<file path="config.mk">
export PLATFORM = sky130hd
export DESIGN_NAME = fault_isolator
export DESIGN_NICKNAME = d
export VERILOG_FILES = /design/src/rtl/fia_pkg.sv /design/src/rtl/fia_map_store.sv /design/src/rtl/fia_hist_bank.sv /design/src/rtl/fia_suspect.sv /design/src/rtl/fault_isolator.sv
export SDC_FILE = /design/constraint.sdc
export NUM_CORES = 2
export LEC_CHECK = 0
export BUFFER_PORTS_ARGS = -buffer_cell sky130_fd_sc_hd__buf_2
export CAP_MARGIN = 15
export CORE_MARGIN = 2
export CORE_UTILIZATION = 63
export DETAILED_ROUTE_END_ITERATION = 8
export MAX_ROUTING_LAYER = met4
export PLACE_DENSITY_LB_ADDON = 0.12
export SYNTH_ARGS = -nofsm -noshare
export SYNTH_HDL_FRONTEND = slang
export SYNTH_SLANG_ARGS = --single-unit
</file>
<file path="constraint.sdc">
create_clock -name clk -period 10.5 [get_ports clk]
set_input_delay 0.525 -clock clk [delete_from_list [all_inputs] [get_ports clk]]
set_output_delay 0.525 -clock clk [all_outputs]
set_load 0.02 [all_outputs]
</file>
<file path="src/rtl/fia_pkg.sv">
package fia_pkg;
    // Default geometry and counter width used by the top level
    localparam int unsigned FIA_ROWS   = 8;
    localparam int unsigned FIA_COLS   = 8;
    localparam int unsigned FIA_NCFG   = 4;
    localparam int unsigned FIA_HIST_W = 8;

    // Width helper that never returns zero
    function automatic int unsigned fia_w(input int unsigned n);
        return (n > 1) ? $clog2(n) : 1;
    endfunction
endpackage

</file>
<file path="src/rtl/fia_map_store.sv">
module fia_map_store #(
    parameter int unsigned NCFG  = 4,
    parameter int unsigned CELLS = 64,
    localparam int unsigned SEL_W = fia_pkg::fia_w(NCFG)
) (
    input  logic             clk,
    input  logic             rst_n,
    input  logic             wr_en,
    input  logic [SEL_W-1:0] wr_sel,
    input  logic [CELLS-1:0] wr_bits,
    input  logic [SEL_W-1:0] rd_sel,
    output logic [CELLS-1:0] rd_bits
);
    logic [CELLS-1:0] maps_d [NCFG];
    logic [CELLS-1:0] maps_q [NCFG];

    always_comb begin
        maps_d = maps_q;
        if (wr_en && (int'(wr_sel) < int'(NCFG))) begin
            maps_d[wr_sel] = wr_bits;
        end
        rd_bits = (int'(rd_sel) < int'(NCFG)) ? maps_q[rd_sel] : '0;
    end

    always_ff @(posedge clk or negedge rst_n) begin
        if (!rst_n) begin
            for (int i = 0; i < int'(NCFG); i++) begin
                maps_q[i] <= '0;
            end
        end else begin
            maps_q <= maps_d;
        end
    end
endmodule

</file>
<file path="src/rtl/fia_hist_bank.sv">
module fia_hist_bank #(
    parameter int unsigned CELLS = 64,
    parameter int unsigned CNT_W = 8,
    localparam int unsigned IDX_W = fia_pkg::fia_w(CELLS)
) (
    input  logic             clk,
    input  logic             rst_n,
    input  logic             inc_en,
    input  logic [CELLS-1:0] inc_mask,
    input  logic [IDX_W-1:0] rd_idx,
    input  logic             rd_ok,
    output logic [CNT_W-1:0] rd_val
);
    localparam logic [CNT_W-1:0] SAT = '1;

    logic [CNT_W-1:0] cnt_d [CELLS];
    logic [CNT_W-1:0] cnt_q [CELLS];

    // One saturating incrementer per cell
    for (genvar g = 0; g < int'(CELLS); g++) begin : g_cell
        assign cnt_d[g] = (inc_en && inc_mask[g] && (cnt_q[g] != SAT))
                          ? cnt_q[g] + CNT_W'(1) : cnt_q[g];
    end

    always_comb begin
        rd_val = rd_ok ? cnt_q[rd_idx] : '0;
    end

    always_ff @(posedge clk or negedge rst_n) begin
        if (!rst_n) begin
            for (int i = 0; i < int'(CELLS); i++) begin
                cnt_q[i] <= '0;
            end
        end else begin
            cnt_q <= cnt_d;
        end
    end
endmodule

</file>
<file path="src/rtl/fia_suspect.sv">
module fia_suspect #(
    parameter int unsigned ROWS = 8,
    parameter int unsigned COLS = 8,
    localparam int unsigned CELLS = ROWS * COLS,
    localparam int unsigned RW    = fia_pkg::fia_w(ROWS),
    localparam int unsigned CW    = fia_pkg::fia_w(COLS),
    localparam int unsigned IDX_W = fia_pkg::fia_w(CELLS),
    localparam int unsigned POP_W = $clog2(CELLS + 1)
) (
    input  logic             clk,
    input  logic             rst_n,
    input  logic             clr,
    input  logic             upd,
    input  logic             disc,
    input  logic [CELLS-1:0] map,
    output logic [CELLS-1:0] sus,
    output logic             done,
    output logic             incons,
    output logic [RW-1:0]    row,
    output logic [CW-1:0]    col
);
    typedef struct packed {
        logic [CELLS-1:0] sus;
        logic             done;
        logic             incons;
        logic [RW-1:0]    row;
        logic [CW-1:0]    col;
    } trk_t;

    localparam trk_t FRESH = '{sus: '1, done: 1'b0, incons: 1'b0, row: '0, col: '0};

    trk_t             st_d, st_q;
    logic [CELLS-1:0] cand;
    logic [POP_W-1:0] pop;
    logic [IDX_W-1:0] hit;

    always_comb begin
        cand = disc ? (st_q.sus & map) : (st_q.sus & ~map);
        pop  = '0;
        hit  = '0;
        for (int i = 0; i < int'(CELLS); i++) begin
            pop = pop + POP_W'(cand[i]);
            if (cand[i]) begin
                hit = IDX_W'(i);
            end
        end

        st_d = st_q;
        if (clr) begin
            st_d = FRESH;
        end else if (upd && !st_q.done && !st_q.incons) begin
            st_d.sus = cand;
            if (pop == '0) begin
                st_d.incons = 1'b1;
            end else if (pop == POP_W'(1)) begin
                st_d.done = 1'b1;
                st_d.row  = RW'(int'(hit) / int'(COLS));
                st_d.col  = CW'(int'(hit) % int'(COLS));
            end
        end
    end

    always_ff @(posedge clk or negedge rst_n) begin
        if (!rst_n) begin
            st_q <= FRESH;
        end else begin
            st_q <= st_d;
        end
    end

    assign sus    = st_q.sus;
    assign done   = st_q.done;
    assign incons = st_q.incons;
    assign row    = st_q.row;
    assign col    = st_q.col;
endmodule

</file>
<file path="src/rtl/fault_isolator.sv">
module fault_isolator #(
    parameter int unsigned ROWS   = fia_pkg::FIA_ROWS,
    parameter int unsigned COLS   = fia_pkg::FIA_COLS,
    parameter int unsigned NCFG   = fia_pkg::FIA_NCFG,
    parameter int unsigned HIST_W = fia_pkg::FIA_HIST_W,
    localparam int unsigned CELLS = ROWS * COLS,
    localparam int unsigned RW    = fia_pkg::fia_w(ROWS),
    localparam int unsigned CW    = fia_pkg::fia_w(COLS),
    localparam int unsigned SEL_W = fia_pkg::fia_w(NCFG),
    localparam int unsigned IDX_W = fia_pkg::fia_w(CELLS)
) (
    input  logic              clk,
    input  logic              rst_n,
    input  logic              clr,
    input  logic              map_we,
    input  logic [SEL_W-1:0]  map_sel,
    input  logic [CELLS-1:0]  map_bits,
    input  logic              rpt_valid,
    input  logic [SEL_W-1:0]  rpt_sel,
    input  logic              rpt_disc,
    input  logic [RW-1:0]     hist_row,
    input  logic [CW-1:0]     hist_col,
    output logic [HIST_W-1:0] hist_val,
    output logic [CELLS-1:0]  suspect_map,
    output logic              iso_done,
    output logic [RW-1:0]     iso_row,
    output logic [CW-1:0]     iso_col,
    output logic              inconsistent
);
    logic [CELLS-1:0] cur_map;
    logic [IDX_W-1:0] rd_idx;
    logic             rd_ok;
    logic             take;

    // A report counts only when no clear shares its edge
    assign take   = rpt_valid && !clr;
    assign rd_ok  = (int'(hist_row) < int'(ROWS)) && (int'(hist_col) < int'(COLS));
    assign rd_idx = IDX_W'(int'(hist_row) * int'(COLS) + int'(hist_col));

    fia_map_store #(.NCFG(NCFG), .CELLS(CELLS)) u_maps (
        .clk     (clk),
        .rst_n   (rst_n),
        .wr_en   (map_we),
        .wr_sel  (map_sel),
        .wr_bits (map_bits),
        .rd_sel  (rpt_sel),
        .rd_bits (cur_map)
    );

    fia_hist_bank #(.CELLS(CELLS), .CNT_W(HIST_W)) u_hist (
        .clk      (clk),
        .rst_n    (rst_n),
        .inc_en   (take && rpt_disc),
        .inc_mask (cur_map),
        .rd_idx   (rd_idx),
        .rd_ok    (rd_ok),
        .rd_val   (hist_val)
    );

    fia_suspect #(.ROWS(ROWS), .COLS(COLS)) u_sus (
        .clk    (clk),
        .rst_n  (rst_n),
        .clr    (clr),
        .upd    (take),
        .disc   (rpt_disc),
        .map    (cur_map),
        .sus    (suspect_map),
        .done   (iso_done),
        .incons (inconsistent),
        .row    (iso_row),
        .col    (iso_col)
    );
endmodule

</file>
==> results_tabular.tex <==
\begin{tabular}{lr}
\hline
Metric & Value \\
\hline
\multicolumn{2}{l}{\textbf{Critical path}} \\
\quad Origin of the worst setup path & rpt\_sel[0] \\
\quad Reg-to-Reg Start & u\_maps.maps\_q[150] \\
\quad Reg2Reg Setup Slack & around 2300 ps \\
\quad Highest net fanout along the worst path & 39 \\
\quad Critical path launch point type & primary input \\
\quad Required time of the critical path & 11,070 ps \\
\quad Class of the most critical setup path & primary input to flop \\
\quad Data arrival time of the worst path & slightly above 9000 ps \\
\quad CP endpoint kind & flop \\
\multicolumn{2}{l}{\textbf{STA}} \\
\quad Worst slew pin tran & around 1100 ps \\
\quad Highest attainable clock frequency & 117 MHz \\
\quad Hold Violations, Final & 0 \\
\quad Final Max Slew Viols & 0 \\
\quad Setup TNS after final layout & 0 ps \\
\quad Final setup viols & 0 \\
\quad Unrepaired setup endpoints after global routing & no \\
\quad Min Clock Period, post-route & approximately 8600 ps \\
\quad Final Skew & 16.5 ps \\
\quad Tightest slew margin relative to the limit & 0.281 \\
\quad Slack of the critical path & 1950 ps \\
\quad Final worst path period share & 0.814 \\
\multicolumn{2}{l}{\textbf{GRT}} \\
\quad Wire length of the first global-routing pass & 178,000 um \\
\quad Overall track demand over capacity in global routing & 0.342 \\
\quad Global-route congestion overflow total & 0 \\
\quad Number of antenna violations at the first check in global routing & 3 \\
\quad Number of global-route vias before repair & a little under 30,000 \\
\quad Pin count of the biggest net entering global routing & about 180 \\
\multicolumn{2}{l}{\textbf{Finish}} \\
\quad Count of nets after finishing & a little under 4,000 \\
\quad Layout cell share with drive strength beyond 1 & 0.258 \\
\quad Top library cells by usage in the layout, fill and taps aside & dfrtp\_1 (776), xnor2\_1 (324), nand2\_1 (319) \\
\quad Layout area overhead & 11.1\% \\
\quad Count of fill cells added during filler insertion & 4,711 \\
\quad Storage element area & $\sim$21,000 sq um \\
\quad Combined area of the multi-input logic cells & 21,300 sq um \\
\quad Most common cell after layout, fill and taps aside & dfrtp\_1 \\
\multicolumn{2}{l}{\textbf{Yosys}} \\
\quad Predominant post-synthesis flop cell & dfrtp\_1 \\
\quad EDFF count, synth & 0 \\
\quad Number of instances in the synthesized netlist & 3,476 \\
\quad Post-Synthesis Mean Instance Area & 12.5 sq um \\
\quad Cell area after synthesis & 43,400 sq um \\
\quad Register bit total from synthesis & 840 \\
\quad Share of synthesized flip-flops with an asynchronous set or reset & 1.00 \\
\quad Count of cell types in the netlist & 61 \\
\quad Syn nets & 3,690 \\
\quad Sequential share of the synthesized area & 0.486 \\
\quad Yosys warning total & 0 \\
\multicolumn{2}{l}{\textbf{Power and ir drop}} \\
\quad Switching Share & 0.396 \\
\quad Ratio of total power to cell area & 315 nW/um\^{}2 \\
\quad Leak & 21.4 nW \\
\quad Worst supply voltage drop on vdd & 1160 uV \\
\quad Net switching power & around 6 mW \\
\quad Combinational share of power & 0.477 \\
\quad Clock share of power & 0.217 \\
\quad P\_int & 9.17 mW \\
\quad Share of total power in sequential cells & 0.305 \\
\multicolumn{2}{l}{\textbf{Floorplan}} \\
\quad Rows & 96 \\
\quad Die span in y & 266 um \\
\quad Full die area & approximately 71,000 sq um \\
\quad Number of top-level design ports & 160 \\
\quad Standard cell core area & 68,300 sq um \\
\quad Horizontal die dimension & 266 um \\
\quad Initial Util & 0.635 \\
\multicolumn{2}{l}{\textbf{Clock tree}} \\
\quad Number of gates resized after CTS & 0 \\
\quad Clock edge transition at the registers on the reported setup and hold paths & 60 ps \\
\quad Hold\_buf cts & 1 \\
\quad TritonCTS clock tree & yes \\
\quad Buffers inserted during post-CTS setup optimization & 0 \\
\quad H-tree level count & 3 \\
\quad Root buffer selected by CTS & clkbuf\_16 \\
\quad Clock tree sinks & 840 \\
\quad Num CTS Buffers & 88 \\
\quad Clock network latency to the later pin of the worst-skew pair & about 650 ps \\
\quad Maximum buffer depth of the clock tree & 3 \\
\multicolumn{2}{l}{\textbf{Flow run}} \\
\quad Count of max-cap constraint violations & 0 \\
\multicolumn{2}{l}{\textbf{Drt}} \\
\quad Routed wirelength normalized by instance count & 25.0 um \\
\quad Starting DRT DRC Count & roughly 2,900 \\
\quad Number of remaining DRC errors & 0 \\
\quad Total wire length & 115,000 um \\
\quad Mean number of vias per cell & 6.40 \\
\quad Pre-antenna DRT Iters & 6 \\
\quad Via total after detailed routing & 29,350 \\
\quad Remaining antenna violation count after routing & 0 \\
\multicolumn{2}{l}{\textbf{Status}} \\
\quad Run status & finished, final reports clean \\
\multicolumn{2}{l}{\textbf{Placed design}} \\
\quad GP Congestion & a little under 1 \\
\quad IO buf count & $\sim$160 \\
\quad Placement Setup Slack & 1310 ps \\
\quad HPWL after detailed placement & about 84,000 um \\
\multicolumn{2}{l}{\textbf{Hold path}} \\
\quad Worst hold-check path type & primary input to flop \\
\quad Start point of the worst min-delay path & map\_bits[6] \\
\hline
\end{tabular}
==> through the flow <==
stage / power (mW) / hold WS, ps / util / cell area [sq um] / instances
CTS: 15.3 / 118 / 0.705 / 48200 / 4583
detailed placement: 12.0 / 481 / 0.659 / 45100 / 4419
global route: 16.4 / 135 / 0.706 / 48200 / 4588
floorplan: 9.80 / 229 / - / 43400 / 3476
global placement: 11.6 / 473 / 0.659 / 45100 / 4419
finish: 15.2 / 143 / 0.706 / 48200 / 4589
==> state kept, by name, indices dropped and copies added (netlist names) <==
signal and flops:
u_sus.row 3, u_maps.maps_q 256, u_sus.col 3, u_sus.sus 64
u_sus.incons 1, u_hist.cnt_q 512, u_sus.done 1
==> area by class of cell <==
cell class,instances,share of cell area
flip-flops and latches,840,0.438
multi-input cells,2387,0.443
well taps,882,0.0229
repair buffers,188,0.0230
inverters,125,0.00973
diodes,4,0.000208
clock buffers,125,0.0534
clock inverters,38,0.0106
==> routing by layer <==
| layer | vias up | track usage | share of wire |
|---|---|---|---|
| met2 | 1058 | 0.497 | 0.45 |
| met3 | 196 | 0.0569 | 0.073 |
| li1 | 12766 | - | - |
| met5 | - | - | 0 |
| met1 | 15330 | 0.502 | 0.44 |
| met4 | 0 | 0.0995 | 0.032 |
==> cell families (layout without fill, tap and decap cells) <==
group | after synthesis | count (layout) | share of synthesized area
flip-flops | 840 | 840 | 0.486
buffers and inverters | 249 | 476 | 0.0226
other | 0 | 4 | 0
AO/OA/AOI/OAI | 200 | 200 | 0.0296
XOR/XNOR | 483 | 483 | 0.0975
AND/OR/NAND/NOR | 1019 | 1019 | 0.113
adder cells (fa/ha/maj) | 134 | 134 | 0.0480
multiplexers | 551 | 551 | 0.203
==> Yosys cell counts (all sizes together) (3+ instances only) <==
library cell	count	area share
dfrtp	776	0.45
buf	39	0.0044
o2111ai	5	0.0010
a31oi	21	0.0030
o22ai	10	0.0014
clkbuf	85	0.0074
dfstp	64	0.039
nand2	319	0.028
mux2	314	0.082
nor3	56	0.0065
nor2b	9	0.0013
mux2i	5	0.0012
and2	24	0.0035
ha	80	0.023
nand4	127	0.018
fa	54	0.025
a221oi	3	0.00061
or2	3	0.00043
nor2	170	0.015
inv	124	0.011
a31o	3	0.00061
a21oi	51	0.0059
a221o	6	0.0014
a211oi	3	0.00052
xnor2	324	0.065
and3	80	0.012
o211ai	13	0.0022
nand3b	3	0.00052
or4	5	0.00086
nand2b	23	0.0033
a41oi	5	0.0010
xor2	159	0.032
o21ai	53	0.0061
and4	10	0.0020
o211a	9	0.0021
mux4	232	0.12
nand3	183	0.021
==> critical path: stages <==
cell and delay [ps]:
buf_4 650, mux4_2 720, mux2i_1 430, inv_1 160, fa_1 550, fa_1 530, inv_1 60, fa_1 490
inv_1 50, fa_1 470, fa_1 510, fa_1 510, inv_1 50, fa_1 490, fa_1 430, fa_1 390
inv_1 100, fa_1 410, nor4_1 240, o2111ai_1 270, nor2_1 410, a21oi_1 110, a2111o_1 390, o22ai_1 140
==> power groups by stage <==
stage | registers, mW | clock network, mW | logic (mW)
2_1_floorplan | 4.47 | 0 | 5.33
3_3_place_gp | 4.61 | 0 | 6.95
3_5_place_dp | 4.66 | 0 | 7.29
4_1_cts | 4.61 | 3.35 | 7.34
5_1_grt | 4.72 | 3.47 | 8.18
6_report | 4.64 | 3.30 | 7.25
==> worst paths after layout <==
check                                      to  cells past startpoint
min reg2reg                  u_hist.cnt_q[85]                      1
min in group asynchronous   u_hist.cnt_q[339]                      2
max reg2reg                      u_sus.col[2]                     23
max in group asynchronous   u_maps.maps_q[47]                      4
min                        u_maps.maps_q[198]                      2
max                              u_sus.col[2]                     24
Note: power is estimated with default switching activity, not from simulation.
